`config.mk`:
```
export PLATFORM = sky130hd
export DESIGN_NAME = fp_cond_compare
export DESIGN_NICKNAME = d
export VERILOG_FILES = /design/src/rtl/fpcmp_pkg.sv /design/src/rtl/fpcmp_operand_decode.sv /design/src/rtl/fpcmp_relation.sv /design/src/rtl/fpcmp_flag_bank.sv /design/src/rtl/fp_cond_compare.sv
export SDC_FILE = /design/constraint.sdc
export NUM_CORES = 1
export LEC_CHECK = 0
export BUFFER_PORTS_ARGS = -buffer_cell sky130_fd_sc_hd__buf_2
export CAP_MARGIN = 40
export CORE_AREA = 3 3 67 69
export DETAILED_ROUTE_END_ITERATION = 10
export DIE_AREA = 0 0 70 72
export PLACE_DENSITY = 0.84
export SLEW_MARGIN = 10
export SYNTH_ARGS = -nofsm -noshare
export SYNTH_HDL_FRONTEND = slang
export SYNTH_HIERARCHICAL = 1
export SYNTH_SLANG_ARGS = --single-unit
```
`constraint.sdc`:
```
create_clock -name clk -period 2.6 [get_ports clk]
set_clock_uncertainty 0.15 [all_clocks]
set_input_delay 0.13 -clock clk [delete_from_list [all_inputs] [get_ports clk]]
set_output_delay 0.13 -clock clk [all_outputs]
set_load 0.005 [all_outputs]
```
`src/rtl/fpcmp_pkg.sv`:
```
package fpcmp_pkg;

    localparam int unsigned SP_EXP_W   = 8;
    localparam int unsigned SP_FRAC_W  = 23;
    localparam int unsigned FLAG_COUNT = 8;

    typedef enum logic [1:0] {
        PRED_EQ  = 2'b00,
        PRED_LT  = 2'b01,
        PRED_LE  = 2'b10,
        PRED_NOP = 2'b11
    } pred_e;

endpackage

```
`src/rtl/fpcmp_operand_decode.sv`:
```
module fpcmp_operand_decode #(
    parameter int unsigned EXP_W  = fpcmp_pkg::SP_EXP_W,
    parameter int unsigned FRAC_W = fpcmp_pkg::SP_FRAC_W,
    localparam int unsigned MAG_W  = EXP_W + FRAC_W,
    localparam int unsigned WORD_W = MAG_W + 1
) (
    input  logic [WORD_W-1:0] word_i,
    output logic              sign_o,
    output logic              zero_o,
    output logic              nan_o,
    output logic [MAG_W-1:0]  mag_o
);

    logic [EXP_W-1:0]  exp_field;
    logic [FRAC_W-1:0] frac_field;

    always_comb begin
        sign_o     = word_i[WORD_W-1];
        exp_field  = word_i[MAG_W-1:FRAC_W];
        frac_field = word_i[FRAC_W-1:0];
        mag_o      = word_i[MAG_W-1:0];
        zero_o     = (mag_o == '0);
        nan_o      = (&exp_field) && (frac_field != '0);
    end

endmodule

```
`src/rtl/fpcmp_relation.sv`:
```
module fpcmp_relation #(
    parameter int unsigned MAG_W = fpcmp_pkg::SP_EXP_W + fpcmp_pkg::SP_FRAC_W
) (
    input  logic             a_sign_i,
    input  logic             a_zero_i,
    input  logic             a_nan_i,
    input  logic [MAG_W-1:0] a_mag_i,
    input  logic             b_sign_i,
    input  logic             b_zero_i,
    input  logic             b_nan_i,
    input  logic [MAG_W-1:0] b_mag_i,
    output logic             rel_eq_o,
    output logic             rel_lt_o,
    output logic             unord_o
);

    logic both_zero;
    logic mag_below;
    logic mag_above;
    logic mag_same;
    logic sign_split;

    always_comb begin
        both_zero  = a_zero_i && b_zero_i;
        mag_below  = (a_mag_i < b_mag_i);
        mag_above  = (b_mag_i < a_mag_i);
        mag_same   = (a_mag_i == b_mag_i);
        sign_split = (a_sign_i != b_sign_i);
        unord_o    = a_nan_i || b_nan_i;

        rel_eq_o = both_zero || (!sign_split && mag_same);

        if (both_zero) begin
            rel_lt_o = 1'b0;
        end else if (sign_split) begin
            rel_lt_o = a_sign_i;
        end else if (!a_sign_i) begin
            rel_lt_o = mag_below;
        end else begin
            rel_lt_o = mag_above;
        end
    end

endmodule

```
`src/rtl/fpcmp_flag_bank.sv`:
```
module fpcmp_flag_bank #(
    parameter int unsigned NUM_FLAGS = fpcmp_pkg::FLAG_COUNT,
    localparam int unsigned IDX_W = (NUM_FLAGS > 1) ? $clog2(NUM_FLAGS) : 1
) (
    input  logic                 clk,
    input  logic                 rst,
    input  logic                 req_i,
    input  logic [1:0]           pred_i,
    input  logic [IDX_W-1:0]     idx_i,
    input  logic                 rel_eq_i,
    input  logic                 rel_lt_i,
    input  logic                 unord_i,
    output logic [NUM_FLAGS-1:0] flags_o,
    output logic                 done_o
);

    import fpcmp_pkg::*;

    typedef struct packed {
        logic [NUM_FLAGS-1:0] flags;
        logic                 done;
    } bank_t;

    bank_t state_d;
    bank_t state_q;
    logic  verdict;
    logic  write_en;

    always_comb begin
        state_d = state_q;

        unique case (pred_e'(pred_i))
            PRED_EQ: verdict = rel_eq_i;
            PRED_LT: verdict = rel_lt_i;
            PRED_LE: verdict = rel_lt_i || rel_eq_i;
            default: verdict = 1'b0;
        endcase
        verdict  = verdict && !unord_i;
        write_en = req_i && (pred_e'(pred_i) != PRED_NOP);

        state_d.done = req_i;
        for (int unsigned k = 0; k < NUM_FLAGS; k++) begin
            if (write_en && (idx_i == IDX_W'(k))) begin
                state_d.flags[k] = verdict;
            end
        end
    end

    always_ff @(posedge clk) begin
        if (rst) begin
            state_q <= '0;
        end else begin
            state_q <= state_d;
        end
    end

    assign flags_o = state_q.flags;
    assign done_o  = state_q.done;

endmodule

```
`src/rtl/fp_cond_compare.sv`:
```
module fp_cond_compare #(
    parameter int unsigned EXP_W     = fpcmp_pkg::SP_EXP_W,
    parameter int unsigned FRAC_W    = fpcmp_pkg::SP_FRAC_W,
    parameter int unsigned NUM_FLAGS = fpcmp_pkg::FLAG_COUNT,
    localparam int unsigned MAG_W  = EXP_W + FRAC_W,
    localparam int unsigned WORD_W = MAG_W + 1,
    localparam int unsigned IDX_W  = (NUM_FLAGS > 1) ? $clog2(NUM_FLAGS) : 1
) (
    input  logic                 clk,
    input  logic                 rst,
    input  logic                 cmp_valid,
    input  logic [WORD_W-1:0]    opnd_a,
    input  logic [WORD_W-1:0]    opnd_b,
    input  logic [1:0]           pred_code,
    input  logic [IDX_W-1:0]     flag_sel,
    output logic [NUM_FLAGS-1:0] cc_flags,
    output logic                 cmp_done
);

    logic [WORD_W-1:0] opnd_word [2];
    logic              dec_sign  [2];
    logic              dec_zero  [2];
    logic              dec_nan   [2];
    logic [MAG_W-1:0]  dec_mag   [2];

    logic rel_eq;
    logic rel_lt;
    logic unord;

    assign opnd_word[0] = opnd_a;
    assign opnd_word[1] = opnd_b;

    for (genvar g = 0; g < 2; g++) begin : g_decode
        fpcmp_operand_decode #(
            .EXP_W  (EXP_W),
            .FRAC_W (FRAC_W)
        ) decode_i (
            .word_i (opnd_word[g]),
            .sign_o (dec_sign[g]),
            .zero_o (dec_zero[g]),
            .nan_o  (dec_nan[g]),
            .mag_o  (dec_mag[g])
        );
    end

    fpcmp_relation #(
        .MAG_W (MAG_W)
    ) relation_i (
        .a_sign_i (dec_sign[0]),
        .a_zero_i (dec_zero[0]),
        .a_nan_i  (dec_nan[0]),
        .a_mag_i  (dec_mag[0]),
        .b_sign_i (dec_sign[1]),
        .b_zero_i (dec_zero[1]),
        .b_nan_i  (dec_nan[1]),
        .b_mag_i  (dec_mag[1]),
        .rel_eq_o (rel_eq),
        .rel_lt_o (rel_lt),
        .unord_o  (unord)
    );

    fpcmp_flag_bank #(
        .NUM_FLAGS (NUM_FLAGS)
    ) bank_i (
        .clk      (clk),
        .rst      (rst),
        .req_i    (cmp_valid),
        .pred_i   (pred_code),
        .idx_i    (flag_sel),
        .rel_eq_i (rel_eq),
        .rel_lt_i (rel_lt),
        .unord_i  (unord),
        .flags_o  (cc_flags),
        .done_o   (cmp_done)
    );

endmodule

```
==> flow_summary.toml <==
[run_status]
status = "finished, final reports clean"

[cells_and_area]
fin_cells = 326
syn_to_final_growth_pct = 2.15
layout.nets = 380
design_area_mm2 = 0.00202
drive_gt1_frac = 0.351
diodes = 0

[job]
cap_viol_max_count = 0

[worst_setup_path]
cp.arrival_ns = 2.21
startpoint_type = "input port"
cp-end-kind = "flop"
critPathKind = "input port to flop"
cp.required_ns = 2.57
cp_max_fo = 8

[global_route]
grt_pass1_wl_um = 7160
first_global_vias = 1690
grt.total_usage = 0.169
grt_max_degree = 12
grt_antenna_before_repair = 0
overflow = 0

[timing]
period_share = 0.863
period_minus_slack_ns = 2.24
hold_viol = 0
tightest_slew_ns = 0.337
fmax_mhz = 446
slew_violations = 0
tns_ns = 0
worst_slew_margin_rel = 0.772
rsz0062_at_grt = "false"
setup_viol = 0
whs_ns = 0.0291

[synth]
async_flop_share = 0
synth_nets = 358
synth_cells = 255
synthDistinctLibCells = 38
synth_area_leaders = "buf_4 24%, ha_1 20%, dfxtp_1 9.1%"
yosys_most_used_dff = "dfxtp_1"
ys_ff_latch = 9
yosysWarningCount = 6
syn_area_mm2 = 0.00198
synth_area_leader_cell = "buf_4"
synth-edff-count = 0
syn_area_per_cell_um2 = 7.76
ys_seq_area_frac = 0.0911
yosysTopAreaCellShare = 0.243

[floorplan]
row_count = 23
io_pins = 81
die_y_um = 72
start_util = 0.498
die_area_mm2 = 0.00504
chipWidth_um = 70
core_area_mm2 = 0.00397

[placement]
place.detailed.hpwl_um = 3690
dpl_cell_area_mm2 = 0.00197
gp_congestion = 0.851
place_inst = 321
io_buffers = 80

[cts]
post_cts_resized = 0
cts_setup_buffers = 0
cts_root_buf = "clkbuf_8"
clock_path_buffers = 2
hold_buffers = 1
cts_tree = "done"
clock_latency_ns = 0.24
clk_pin_slew_worst_paths_ns = 0.05
clock_sinks = 9
cts-buffers-inserted = 3
htreeDepth = 1

[drt]
via_per_inst = 5.15
wire_per_inst_um = 12.8
dr_total_vias = 1679
drtPass1Iterations = 4
drt-initial-drc-count = 45
drc = 0
ant_nets = 0
drt_wl_total_um = 4160

[power]
power_density_mw_per_mm2 = 265
peakVddDrop_mv = 0.191
p_total_mw = 0.535
p_leak_nw = 1.06

[worst_hold_path]
hold_path.class = "input port to flop"
metal layers:
layer / track usage / share of wire / routed length (µm)
met2: 0.305 / 0.48 / 1990
met3: 0.0346 / 0.072 / 301
met5: 0 / 0 / 0
met4: 0.0404 / 0.0087 / 36
met1: 0.207 / 0.44 / 1830
path summary, 6_finish.rpt:
path / from / endpoint / slack (ns) / cells past startpoint
worst max-delay path: opnd_a[16] / bank_i/flags_o[2] / 0.36 / 12
worst min register to register: bank_i/flags_o[0] / bank_i/flags_o[0] / 0.32 / 2
worst min-delay path: rst / bank_i/done_o / 0.03 / 2
worst max register to register: bank_i/flags_o[2] / bank_i/flags_o[2] / 1.86 / 2
synthesized netlist by cell type, types with 2 or more instances:
cell and instances:
nor3_2 2, nand2_1 10, a21oi_1 8, nand4_1 11, xor2_1 2, inv_1 31, o21a_1 3, a211oi_1 3
mux2i_1 8, ha_1 31, nor4_1 13, nor2b_1 2, nand2b_1 8, nand4b_1 2, a21o_1 2, clkbuf_2 2
nor2_1 11, nand3b_1 2, nor4_2 3, buf_4 64, nand3_1 4, dfxtp_1 9, o21ai_0 5, nor3_1 5
area by class of cell:
| type | instances | area (µm²) |
|---|---|---|
| clock buffers | 4 | 45.0 |
| fillers | 403 | 1950 |
| inverters | 31 | 116 |
| multi-input cells | 149 | 1190 |
| flip-flops and latches | 9 | 180 |
| well taps | 50 | 62.6 |
| repair buffers | 83 | 425 |
flip-flops by register name (all words and copies together), names as in the netlist:
signal          cells
bank_i/flags_o      8
bank_i/done_o       1
layout by cell type, fill, tap and decap left out, types with 2 or more instances in the layout:
cell      instances
o21ai_0           5
ha_1             31
buf_2            80
nor3_2            2
nand4b_1          2
nand3_1           4
xor2_1            2
clkbuf_8          3
nor2b_1           2
buf_4             2
nand4_1          11
dfxtp_1           9
a21oi_1           8
nand3b_1          2
mux2i_1           8
o21a_1            3
nor3_1            5
nor4_2            3
nor4_1           13
nand2b_1          8
nand2_1          10
a21o_1            2
nor2_1           11
inv_1            31
a211oi_1          3
worst max-delay path: stages:
cell,delay (ns)
buf_2,0.10
inv_1,0.04
ha_1,0.30
a21o_1,0.16
a221o_1,0.33
a221oi_2,0.26
o21ai_1,0.11
o21a_1,0.19
o211a_1,0.21
a31oi_2,0.12
buf_4,0.17
mux2i_1,0.08
cell families (layout without fill, tap and decap cells):
logic type      count (synthesis)  after routing  synth area share
xor+xnor                        2              2           0.00886
simple gates                   78             78             0.246
flops                           9              9            0.0911
mux                             8              8            0.0405
buf+inv                        97            118             0.307
compound gates                 30             30             0.111
fa+ha+maj                      31             31             0.196
through the flow:
stage | util | worst slack (ns)
after floorplan | - | 0.239
after global placement | 0.495 | 0.161
after detailed placement | 0.495 | 0.123
after CTS | 0.509 | 0.365
after global routing | 0.509 | 0.148
final | 0.509 | 0.357
where the power goes:
group | switching [mW] | internal (mW)
Clock | 0.0600 | 0.107
Sequential | 0.00103 | 0.141
Combinational | 0.116 | 0.109
Total | 0.177 | 0.358
(Power assumes the default switching activity.)
